$ cat src/rtl/rsw_pkg.sv
package rsw_pkg;

  typedef enum logic [1:0] {
    PH_IDLE       = 2'd0,
    PH_FETCH_ADDR = 2'd1,
    PH_FETCH_DATA = 2'd2,
    PH_WRITE      = 2'd3
  } ib_phase_e;

endpackage

$ cat src/rtl/rsw_shadow_bank.sv
module rsw_shadow_bank #(
  parameter int ADDR_W    = 3,
  parameter int DATA_W    = 32,
  parameter logic [DATA_W-1:0] RESET_VAL = '0,
  localparam int NUM_REGS = 1 << ADDR_W
) (
  input  logic              clk,
  input  logic              rst,
  input  logic              bw_en,
  input  logic [ADDR_W-1:0] bw_addr,
  input  logic [DATA_W-1:0] bw_data,
  input  logic              rf_en,
  input  logic [ADDR_W-1:0] rf_addr,
  input  logic [DATA_W-1:0] rf_data,
  input  logic              rd_en,
  input  logic [ADDR_W-1:0] rd_addr,
  output logic              rd_valid,
  output logic [DATA_W-1:0] rd_data
);

  logic [DATA_W-1:0] shadow [NUM_REGS];

  // One flop word per register: bus write wins over a refresh of the same word.
  for (genvar g = 0; g < NUM_REGS; g++) begin : g_word
    always_ff @(posedge clk) begin
      if (rst) begin
        shadow[g] <= RESET_VAL;
      end else if (bw_en && bw_addr == ADDR_W'(g)) begin
        shadow[g] <= bw_data;
      end else if (rf_en && rf_addr == ADDR_W'(g)) begin
        shadow[g] <= rf_data;
      end
    end
  end

  always_ff @(posedge clk) begin
    if (rst) begin
      rd_valid <= 1'b0;
      rd_data  <= '0;
    end else begin
      rd_valid <= rd_en;
      if (rd_en) begin
        rd_data <= shadow[rd_addr];
      end
    end
  end

endmodule

$ cat src/rtl/rsw_wr_slot.sv
module rsw_wr_slot #(
  parameter int ADDR_W = 3,
  parameter int DATA_W = 32
) (
  input  logic              clk,
  input  logic              rst,
  input  logic              in_valid,
  input  logic [ADDR_W-1:0] in_addr,
  input  logic [DATA_W-1:0] in_data,
  input  logic              take,
  output logic              out_ready,
  output logic              out_valid,
  output logic [ADDR_W-1:0] out_addr,
  output logic [DATA_W-1:0] out_data
);

  logic              held;
  logic [ADDR_W-1:0] held_addr;
  logic [DATA_W-1:0] held_data;

  assign out_ready = ~held;
  assign out_valid = held | in_valid;
  assign out_addr  = held ? held_addr : in_addr;
  assign out_data  = held ? held_data : in_data;

  always_ff @(posedge clk) begin
    if (rst) begin
      held <= 1'b0;
    end else if (held) begin
      if (take) begin
        held <= 1'b0;
      end
    end else if (in_valid && !take) begin
      held <= 1'b1;
    end
  end

  always_ff @(posedge clk) begin
    if (!held && in_valid && !take) begin
      held_addr <= in_addr;
      held_data <= in_data;
    end
  end

endmodule

$ cat src/rtl/rsw_ib_sequencer.sv
module rsw_ib_sequencer
  import rsw_pkg::*;
#(
  parameter int ADDR_W = 3,
  parameter int DATA_W = 32
) (
  input  logic              clk,
  input  logic              rst,
  input  logic              wr_valid,
  input  logic [ADDR_W-1:0] wr_addr,
  input  logic [DATA_W-1:0] wr_data,
  output logic              wr_take,
  input  logic              pf_req,
  input  logic [ADDR_W-1:0] pf_addr,
  output logic              pf_ack,
  input  logic              snoop_valid,
  input  logic [ADDR_W-1:0] snoop_addr,
  output logic              ib_rd,
  output logic              ib_wr,
  output logic [ADDR_W-1:0] ib_addr,
  output logic [DATA_W-1:0] ib_wdata,
  input  logic [DATA_W-1:0] ib_rdata,
  output logic              rf_en,
  output logic [ADDR_W-1:0] rf_addr,
  output logic [DATA_W-1:0] rf_data
);

  ib_phase_e phase, phase_nxt;
  logic      bus_free;
  logic      start_fetch;
  logic      stale;

  // The bus is held only across the address cycle of a fetch.
  assign bus_free    = (phase != PH_FETCH_ADDR);
  assign wr_take     = bus_free & wr_valid;
  assign start_fetch = bus_free & ~wr_valid & pf_req;

  always_comb begin
    phase_nxt = PH_IDLE;
    if (!bus_free) begin
      phase_nxt = PH_FETCH_DATA;
    end else if (wr_valid) begin
      phase_nxt = PH_WRITE;
    end else if (pf_req) begin
      phase_nxt = PH_FETCH_ADDR;
    end
  end

  always_ff @(posedge clk) begin
    if (rst) begin
      phase    <= PH_IDLE;
      ib_rd    <= 1'b0;
      ib_wr    <= 1'b0;
      pf_ack   <= 1'b0;
      stale    <= 1'b0;
      ib_addr  <= '0;
      ib_wdata <= '0;
    end else begin
      phase  <= phase_nxt;
      ib_rd  <= (phase_nxt == PH_FETCH_ADDR);
      ib_wr  <= (phase_nxt == PH_WRITE);
      pf_ack <= start_fetch;
      if (wr_take) begin
        ib_addr  <= wr_addr;
        ib_wdata <= wr_data;
      end else if (start_fetch) begin
        ib_addr <= pf_addr;
      end
      if (phase == PH_FETCH_ADDR) begin
        stale <= snoop_valid && (snoop_addr == ib_addr);
      end
    end
  end

  // Same-edge collisions in the data cycle are resolved by the bank's priority.
  assign rf_en   = (phase == PH_FETCH_DATA) && !stale;
  assign rf_addr = ib_addr;
  assign rf_data = ib_rdata;

endmodule

$ cat src/rtl/rsw_wrapper.sv
module rsw_wrapper #(
  parameter int ADDR_W = 3,
  parameter int DATA_W = 32,
  parameter logic [DATA_W-1:0] RESET_VAL = '0
) (
  input  logic              clk,
  input  logic              rst,
  input  logic              sb_valid,
  input  logic              sb_write,
  input  logic [ADDR_W-1:0] sb_addr,
  input  logic [DATA_W-1:0] sb_wdata,
  output logic              sb_ready,
  output logic              sb_rvalid,
  output logic [DATA_W-1:0] sb_rdata,
  input  logic              pf_req,
  input  logic [ADDR_W-1:0] pf_addr,
  output logic              pf_ack,
  output logic              ib_rd,
  output logic              ib_wr,
  output logic [ADDR_W-1:0] ib_addr,
  output logic [DATA_W-1:0] ib_wdata,
  input  logic [DATA_W-1:0] ib_rdata
);

  logic              acc_wr, acc_rd;
  logic              slot_ready, slot_valid, slot_take;
  logic [ADDR_W-1:0] slot_addr;
  logic [DATA_W-1:0] slot_data;
  logic              rf_en;
  logic [ADDR_W-1:0] rf_addr;
  logic [DATA_W-1:0] rf_data;

  assign acc_wr   = sb_valid & sb_write & slot_ready;
  assign acc_rd   = sb_valid & ~sb_write;
  assign sb_ready = slot_ready;

  rsw_wr_slot #(.ADDR_W(ADDR_W), .DATA_W(DATA_W)) i_slot (
    .clk       (clk),
    .rst       (rst),
    .in_valid  (acc_wr),
    .in_addr   (sb_addr),
    .in_data   (sb_wdata),
    .take      (slot_take),
    .out_ready (slot_ready),
    .out_valid (slot_valid),
    .out_addr  (slot_addr),
    .out_data  (slot_data)
  );

  rsw_ib_sequencer #(.ADDR_W(ADDR_W), .DATA_W(DATA_W)) i_seq (
    .clk         (clk),
    .rst         (rst),
    .wr_valid    (slot_valid),
    .wr_addr     (slot_addr),
    .wr_data     (slot_data),
    .wr_take     (slot_take),
    .pf_req      (pf_req),
    .pf_addr     (pf_addr),
    .pf_ack      (pf_ack),
    .snoop_valid (acc_wr),
    .snoop_addr  (sb_addr),
    .ib_rd       (ib_rd),
    .ib_wr       (ib_wr),
    .ib_addr     (ib_addr),
    .ib_wdata    (ib_wdata),
    .ib_rdata    (ib_rdata),
    .rf_en       (rf_en),
    .rf_addr     (rf_addr),
    .rf_data     (rf_data)
  );

  rsw_shadow_bank #(.ADDR_W(ADDR_W), .DATA_W(DATA_W), .RESET_VAL(RESET_VAL)) i_bank (
    .clk      (clk),
    .rst      (rst),
    .bw_en    (acc_wr),
    .bw_addr  (sb_addr),
    .bw_data  (sb_wdata),
    .rf_en    (rf_en),
    .rf_addr  (rf_addr),
    .rf_data  (rf_data),
    .rd_en    (acc_rd),
    .rd_addr  (sb_addr),
    .rd_valid (sb_rvalid),
    .rd_data  (sb_rdata)
  );

endmodule

$ cat config.mk
export PLATFORM = sky130hd
export DESIGN_NAME = rsw_wrapper
export DESIGN_NICKNAME = d
export VERILOG_FILES = /design/src/rtl/rsw_pkg.sv /design/src/rtl/rsw_shadow_bank.sv /design/src/rtl/rsw_wr_slot.sv /design/src/rtl/rsw_ib_sequencer.sv /design/src/rtl/rsw_wrapper.sv
export SDC_FILE = /design/constraint.sdc
export NUM_CORES = 1
export LEC_CHECK = 0
export ABC_CLOCK_PERIOD_IN_PS = 6200
export BUFFER_PORTS_ARGS = -buffer_cell sky130_fd_sc_hd__buf_2
export CORE_ASPECT_RATIO = 2
export CORE_UTILIZATION = 60
export DETAILED_ROUTE_END_ITERATION = 12
export GPL_TIMING_DRIVEN = 0
export PLACE_DENSITY = 0.8
export SYNTH_ARGS = -nofsm -noshare
export SYNTH_HDL_FRONTEND = slang
export SYNTH_HIERARCHICAL = 1
export SYNTH_SLANG_ARGS = --single-unit
$ cat constraint.sdc
create_clock -name clk -period 6.2 [get_ports clk]
set_input_delay 0.62 -clock clk [delete_from_list [all_inputs] [get_ports clk]]
set_output_delay 0.62 -clock clk [all_outputs]
set_load 0.02 [all_outputs]
==> metrics.md, run 1 <==
| Metric | Value |
|---|---|
| Cell Rows | `89` |
| Avg WL per Cell | `27.98 µm` |
| Status | `completed` |
| CTS tree | `yes` |
| Clk Latency, worst-skew pair | `580 ps` |
| Horiz. Die Dim | `124.1 µm` |
| Async set-reset flop share out of synthesis | `0%` |
| Top Layer Used | `met4` |
| Post-CTS sizing | `0` |
| Cell Area, Synth | `0.01790 mm²` |
| Hold Crit Start | `sb_wdata[12]` |
| Setup-failing EPs final | `0` |
| Layout cells sized above 1 | `29.90%` |
| Syn Area/Cell | `12.85 µm²` |
| Post-placement cell count | `1,879` |
| Die H | `246.3 µm` |
| Largest net degree at the start of global routing | `33` |
| Internal | `0.004254 W` |
| Pwr Density | `282.9 mW/mm²` |
| Final Worst Setup Slack | `2746 ps` |
| Clock Tree Root | `clkbuf_16` |
| Core ar. | `0.02940 mm²` |
| Register area share after synthesis | `57.21%` |
| IO Pins | `147` |
| TritonRoute pass-1 iters | `6` |
| Final hold vios | `0` |
| Synth top area share | `48.82%` |
| Total grt overflow | `0` |
| Critical Path RT | `6400 ps` |
| Final wirelength | `54,200 µm` |
| Synth Flop Type | `edfxtp_1` |
| Rel. slew slack | `25.54%` |
| Peak VDD IR | `0.0002798 V` |
| Post-synthesis cell count | `1,393` |
| Vias in the first global route | `13.45k` |
| Netlist cell types | `52` |
| Post-CTS Setup Inserts | `0` |
| Pre-CTS WS | `2904 ps` |
| Synthesized Nets | `1,468` |
| CP Class | `flop to flop` |
| Num Clock Sinks | `366` |
| Max clock buf depth | `3` |
| Cts bufs inserted | `31` |
| Comb pwr share | `13.4%` |
| Warnings from Yosys | `6` |
| Hold buffer count at CTS | `0` |
| Synth-to-Final Area Change | `12.79%` |
| Net switching power figure | `0.001456 W` |
| Startpoint type of the worst setup path | `flop` |
| Synth area leaders | `edfxtp_1, a22o_1, dfxtp_1` |
| Least-Margin Pin Slew | `1108 ps` |
| HPWL Detailed | `37,790 µm` |
| Fin crit share | `55.71%` |
| Routed met2 length | `28,030 µm` |
| Met3 WL | `4726 µm` |
| Clock skew | `13.71 ps` |
| Worst Hold Class | `input pin to flop` |
| Switching Fraction | `25.50%` |
| Setup TNS | `0 ps` |
| DRT antenna net count | `0` |
| Pleak | `7.687 nW` |
| Starting density of the core | `60.88%` |
| Worst-path maximum fanout | `32` |
| Drt first-iter violations | `1,521` |
| GR Util All Layers | `36.47%` |
| Die footprint | `0.03057 mm²` |
| Post-Route M1 WL | `16,950 µm` |
| Worst path arrival time | `3650 ps` |
| Via count | `13.25k` |
| Clock Pin Slew Worst Setup and Hold Paths | `70 ps` |
| First-pass GRT wire length | `80,140 µm` |
| Flop pwr share | `49.9%` |
| Fin nets | `1,623` |
| Crit end category | `flop` |
| RSZ-0062 raised after global routing | `false` |
| #FFs+latches synth | `366` |
| Hold WS | `249.7 ps` |
| Critical R2R Launch | `i_slot/held` |
| Minimum clock period | `3454 ps` |
| Number of synthesized flops with an enable pin | `291` |
| Fmax achieved | `0.2895 GHz` |
| Final slew viol count | `0` |
| Max-capacitance violation count | `0` |
| Via density | `6.838` |
| RD Place Congestion | `0.9230` |
| Layout Cells excl Fill | `1,937` |
| DRC | `0` |
| Max H-tree Level | `1` |
| CP Launch Point | `i_slot/held` |
| IO Port Bufs | `114` |
| Clock share of power | `36.7%` |
| Yosys top cell by area | `edfxtp_1` |
| Initial antenna violation count | `1` |
==> cell usage after synthesis, types with 11 or more instances <==
| master | number |
|---|---|
| nand2_1 | 46 |
| mux2i_1 | 67 |
| nand3_1 | 68 |
| buf_4 | 41 |
| mux2_4 | 18 |
| a21oi_2 | 11 |
| clkbuf_2 | 32 |
| dfxtp_1 | 75 |
| clkbuf_1 | 76 |
| buf_1 | 17 |
| o21ai_1 | 16 |
| nor2_1 | 45 |
| buf_2 | 43 |
| edfxtp_1 | 291 |
| a221o_1 | 24 |
| a22o_1 | 224 |
| mux2_2 | 81 |
| o22ai_1 | 24 |
| o21ai_2 | 12 |
| a21oi_1 | 61 |
| a211oi_2 | 25 |
==> state kept, by name, summed over array words and instances, names as in the netlist <==
signal / flops
i_seq/phase: 2
i_seq/ib_rd: 1
i_seq/ib_wr: 1
i_bank/rd_data: 32
i_bank/shadow: 256
i_slot/held: 1
i_seq/ib_addr: 3
i_seq/pf_ack: 1
i_seq/stale: 1
i_bank/rd_valid: 1
i_seq/ib_wdata: 32
i_slot/held_data: 32
i_slot/held_addr: 3
==> critical path: stages (launching register included) <==
cell     delay, ps
dfxtp_1        320
buf_6          150
buf_6          170
inv_1           70
and3_2         300
nand2_1        220
nor3_1         900
or3_2          910
==> stage by stage <==
stage          power (W)  util (%)  instance area, µm²
2_1_floorplan   0.003385         -               17900
3_3_place_gp    0.003617     64.37               18920
3_5_place_dp    0.003650     64.96               19100
4_1_cts         0.005706     68.66               20190
5_1_grt         0.005852     68.66               20190
6_report        0.005710     68.67               20190
==> final timing paths <==
check / endpoint / slack [ps] / cells past startpoint
worst min-delay path: i_slot/held_data[12] / 250 / 1
worst min register to register: i_seq/ib_wdata[15] / 470 / 2
worst max-delay path: i_bank/shadow[4][18] / 2750 / 7
worst max register to register: i_bank/shadow[4][18] / 2750 / 7
==> final cells by class <==
type	count	area, µm²
flip-flops and latches	366	10240
fillers	2161	9210
multi-input cells	799	6406
plain buffers	225	1271
clock buffers	35	790.8
repair buffers	122	711.9
well taps	364	455.4
clock inverters	22	299.0
inverters	3	11.26
diodes	1	2.502
==> layout by cell type, fill, tap and decap left out, types with 42 or more instances in the layout <==
master | synthesis | routed
clkbuf_1 | 76 | 80
nand2_1 | 46 | 42
mux2i_1 | 67 | 67
edfxtp_1 | 291 | 291
buf_2 | 43 | 157
nand3_1 | 68 | 68
a21oi_1 | 61 | 61
a22o_1 | 224 | 224
mux2_2 | 81 | 81
dfxtp_1 | 75 | 75
nor2_1 | 45 | 45
==> layer usage <==
| layer | global-route usage [%] | vias to the layer above |
|---|---|---|
| met2 | 62.97 | 856 |
| met1 | 39.21 | 6425 |
| met3 | 5.694 | 276 |
| met4 | 27.17 | 0 |
| met5 | 0 | - |
| li1 | - | 5688 |
==> power by group through the flow <==
stage / registers [W] / logic, W / clock network, W
after floorplan: 0.00293 / 0.000450 / 0
after global placement: 0.00290 / 0.000717 / 0
after detailed placement: 0.00290 / 0.000749 / 0
after CTS: 0.00285 / 0.000754 / 0.00210
after global routing: 0.00286 / 0.000805 / 0.00219
final: 0.00285 / 0.000767 / 0.00209
==> cells by family after synthesis <==
family | synth area share [%]
buf+inv | 7.165
simple gates | 5.390
mux | 10.35
xor+xnor | 0.1468
compound gates | 19.73
flops | 57.21
Power figures use the tool's default switching activity.
==> run 2: changes to the inputs <==
- ABC_AREA: default -> 1
- ABC_CLOCK_PERIOD_IN_PS: 6200 -> 3300
- clock period: 6.2 -> 3.3 ns (I/O delays scaled with it)
==> run 2 against run 1 <==
Clock-buffer cell count unchanged; combinational power up 98%; worst hold slack worse by 230 ps; via count up 24%; fmax up 6.4%; synthesized cell count up 47%; global-route usage up 5.3 points; register-to-register slack worse by 2700 ps; area after synthesis up 0.35%; critical path type unchanged.
==> metrics.md, run 2 <==
| Metric | Value |
|---|---|
| Startpoint type of the worst setup path | `flop (unchanged)` |
| Worst path arrival time | `3580 ps (was 3650 ps)` |
| Synth top area share | `48.65% (was 48.82%)` |
| Pleak | `9.088 nW (was 7.687 nW)` |
| Via density | `6.270 (was 6.838)` |
| Core ar. | `0.02951 mm² (was 0.02940 mm²)` |
| Clock Tree Root | `clkbuf_16 (unchanged)` |
| Number of synthesized flops with an enable pin | `291 (unchanged)` |
| Clock share of power | `34.7% (was 36.7%)` |
| #FFs+latches synth | `366 (unchanged)` |
| Cts bufs inserted | `31 (unchanged)` |
| Horiz. Die Dim | `124.3 µm (was 124.1 µm)` |
| RD Place Congestion | `0.9828 (was 0.9230)` |
| Critical Path RT | `3640 ps (was 6400 ps)` |
| Max-capacitance violation count | `0 (unchanged)` |
| Count leader, synth | `nand2_1 (was edfxtp_1)` |
| Register area share after synthesis | `57.01% (was 57.21%)` |
| Crit-path cells | `buf_6, inv_6, buf_6, nand2_1, nor2_2, nand2_1, nor2_1, nor2_1, nand2_1, buf_2, nand2_2, buf_12 (was buf_6, buf_6, inv_1, and3_2, nand2_1, nor3_1, or3_2)` |
| Largest register FFs | `256 (unchanged)` |
| Largest Register | `i_bank/shadow (unchanged)` |
| CP Class | `flop to flop (unchanged)` |
| Cell Rows | `89 (unchanged)` |
| Synth Flop Type | `edfxtp_1 (unchanged)` |
| Max H-tree Level | `1 (unchanged)` |
| Sequential Area | `0.01024 mm² (unchanged)` |
| Pwr Density | `516.2 mW/mm² (was 282.9 mW/mm²)` |
| Critical Path Max Stage Delay | `380 ps (was 910 ps)` |
| Synth-to-Final Area Change | `13.57% (was 12.79%)` |
| DRT antenna net count | `0 (unchanged)` |
| Fin crit share | `98.35% (was 55.71%)` |
| IO Pins | `147 (unchanged)` |
| Largest net degree at the start of global routing | `26 (was 33)` |
| Layout cells sized above 1 | `14.87% (was 29.90%)` |
| Synthesized Nets | `2,129 (was 1,468)` |
| Num Clock Sinks | `366 (unchanged)` |
| Flop pwr share | `50.8% (was 49.9%)` |
| Peak VDD IR | `0.0006216 V (was 0.0002798 V)` |
| Clock skew | `10.64 ps (was 13.71 ps)` |
| Net switching power figure | `0.002895 W (was 0.001456 W)` |
| Worst Hold Class | `input pin to flop (unchanged)` |
| Synth area leaders | `edfxtp_1, nand2_1, dfxtp_1 (was edfxtp_1, a22o_1, dfxtp_1)` |
| Top cell by count, worst path | `nand2_1 (was buf_6)` |
| Fin nets | `2,303 (was 1,623)` |
| HPWL Detailed | `43,740 µm (was 37,790 µm)` |
| Async set-reset flop share out of synthesis | `0% (unchanged)` |
| GR Util All Layers | `41.74% (was 36.47%)` |
| Netlist cell types | `26 (was 52)` |
| Clk Latency, worst-skew pair | `590 ps (was 580 ps)` |
| Slowest CP cell | `buf_2 (was or3_2)` |
| Filler instances | `2,309 (was 2,161)` |
| Commonest non-fill, non-tap cell in the layout | `nand2_1 (was edfxtp_1)` |
| TritonRoute pass-1 iters | `6 (unchanged)` |
| Fmax achieved | `0.3081 GHz (was 0.2895 GHz)` |
| Max clock buf depth | `3 (unchanged)` |
| Ant diodes | `0 (was 1)` |
| CP delay by family, top | `simple AND/OR/NAND/NOR gates (unchanged)` |
| Syn Area/Cell | `8.744 µm² (was 12.85 µm²)` |
| Avg WL per Cell | `24.73 µm (was 27.98 µm)` |
| Rel. slew slack | `18.94% (was 25.54%)` |
| Comb pwr share | `14.5% (was 13.4%)` |
| Starting density of the core | `60.86% (was 60.88%)` |
| DRC | `0 (unchanged)` |
| Area of the multi-input gates | `0.005514 mm² (was 0.006406 mm²)` |
| Final hold vios | `0 (unchanged)` |
| Post-placement cell count | `2,541 (was 1,879)` |
| Cell Area, Synth | `0.01796 mm² (was 0.01790 mm²)` |
| Status | `completed (unchanged)` |
| Buf/Inv on CP | `5 (was 3)` |
| Final wirelength | `64,720 µm (was 54,200 µm)` |
| IO Port Bufs | `114 (unchanged)` |
| First-pass GRT wire length | `93,760 µm (was 80,140 µm)` |
| Drt first-iter violations | `2,358 (was 1,521)` |
| Clock Pin Slew Worst Setup and Hold Paths | `70 ps (about the same)` |
| Initial antenna violation count | `0 (was 1)` |
| Final slew viol count | `0 (unchanged)` |
| Warnings from Yosys | `6 (unchanged)` |
| Setup-failing EPs final | `0 (unchanged)` |
| Yosys top cell by area | `edfxtp_1 (unchanged)` |
| Least-Margin Pin Slew | `1216 ps (was 1108 ps)` |
| Die footprint | `0.03067 mm² (was 0.03057 mm²)` |
| Worst-path maximum fanout | `24 (was 32)` |
| Post-synthesis cell count | `2,054 (was 1,393)` |
| Internal | `0.007635 W (was 0.004254 W)` |
| Hold WS | `22.81 ps (was 249.7 ps)` |
| Total grt overflow | `0 (unchanged)` |
| Most frequent cells in the layout | `nand2_1, inv_1, edfxtp_1 (was edfxtp_1, a22o_1, buf_2)` |
| Vias in the first global route | `15.97k (was 13.45k)` |
| Crit end category | `flop (unchanged)` |
| Layout Cells excl Fill | `2,617 (was 1,937)` |
| Via count | `16.41k (was 13.25k)` |
| CTS tree | `yes (unchanged)` |
| Switching Fraction | `27.49% (was 25.50%)` |
| Minimum clock period | `3246 ps (was 3454 ps)` |
| Most instantiated cells after synthesis | `nand2_1, inv_1, edfxtp_1 (was edfxtp_1, a22o_1, mux2_2)` |
| Die H | `246.7 µm (was 246.3 µm)` |
| Post-CTS Setup Inserts | `0 (unchanged)` |
| RSZ-0062 raised after global routing | `false (unchanged)` |
[run 2: stage by stage]
| step | utilization (%) | setup TNS [ps] | worst slack, ps | power (W) | area [µm²] |
|---|---|---|---|---|---|
| after detailed placement | 65.11 | 0 | 106.9 | 0.006894 | 19210 |
| after floorplan | - | 0 | 60.42 | 0.006332 | 17960 |
| final | 69.12 | 0 | 54.34 | 0.01053 | 20400 |
| after global routing | 69.12 | 0 | 24.16 | 0.01080 | 20400 |
| after CTS | 69.01 | 0 | 51.62 | 0.01047 | 20370 |
| after global placement | 64.34 | -238950 | -1155 | 0.006819 | 18990 |
[run 2: logic make-up (layout without fill, tap and decap cells)]
family	Yosys count	after routing	share of synthesized area (%)
AOI/OAI and AO/OA	359	359	11.58
DFF	366	366	57.01
buffers and inverters	512	711	12.54
and+or+nand+nor	817	817	18.86
[run 2: power by group through the flow]
stage               logic (W)  clock network, W  registers [W]
floorplan            0.000796                 0        0.00554
finish                0.00152           0.00365        0.00535
detailed placement    0.00145                 0        0.00545
CTS                   0.00147           0.00365        0.00535
global route          0.00161           0.00382        0.00537
global placement      0.00137                 0        0.00545
[run 2: worst paths after layout]
check / startpoint / to / slack (ps) / cells past startpoint
max: i_slot/held / i_bank/shadow[7][11] / 50 / 12
min: pf_req / i_seq/pf_ack / 20 / 3
max reg2reg: i_slot/held / i_bank/shadow[7][11] / 50 / 12
min reg2reg: i_seq/ib_wdata[31] / i_seq/ib_wdata[31] / 490 / 2
[run 2: tightest hold or removal path, stage by stage]
cell and delay (ps):
buf_2 100, nand3_1 100, nor2_1 40
[run 2: routing by layer]
layer  share of wire, %  vias up  wire, µm  track usage (%)
li1                   -     7154         -                -
met1                 30     7519     19340            43.89
met2                 49     1336     31890            72.28
met3                 12      399      7631            7.789
met4                9.1        0      5862            34.62
met5                  0        -         0                0
[run 2: layout make-up]
class                      instances  share of cell area, %
clock buffer                      35                  3.981
buffer                           162                  4.551
multi-input combinational       1176                  27.03
timing repair buffer             141                  4.637
sequential                       366                  50.20
clock inverter                    23                 0.8771
inverter                         350                  6.490
tap                              364                  2.233
[run 2: repair_timing]
| action | 4_1_cts | 5_1_grt |
|---|---|---|
| gates resized for setup | 0 | 2 |
| hold endpoints to repair | 16 | 2 |
| hold buffers | 16 | 2 |
| setup endpoints to repair | 0 | 41 |
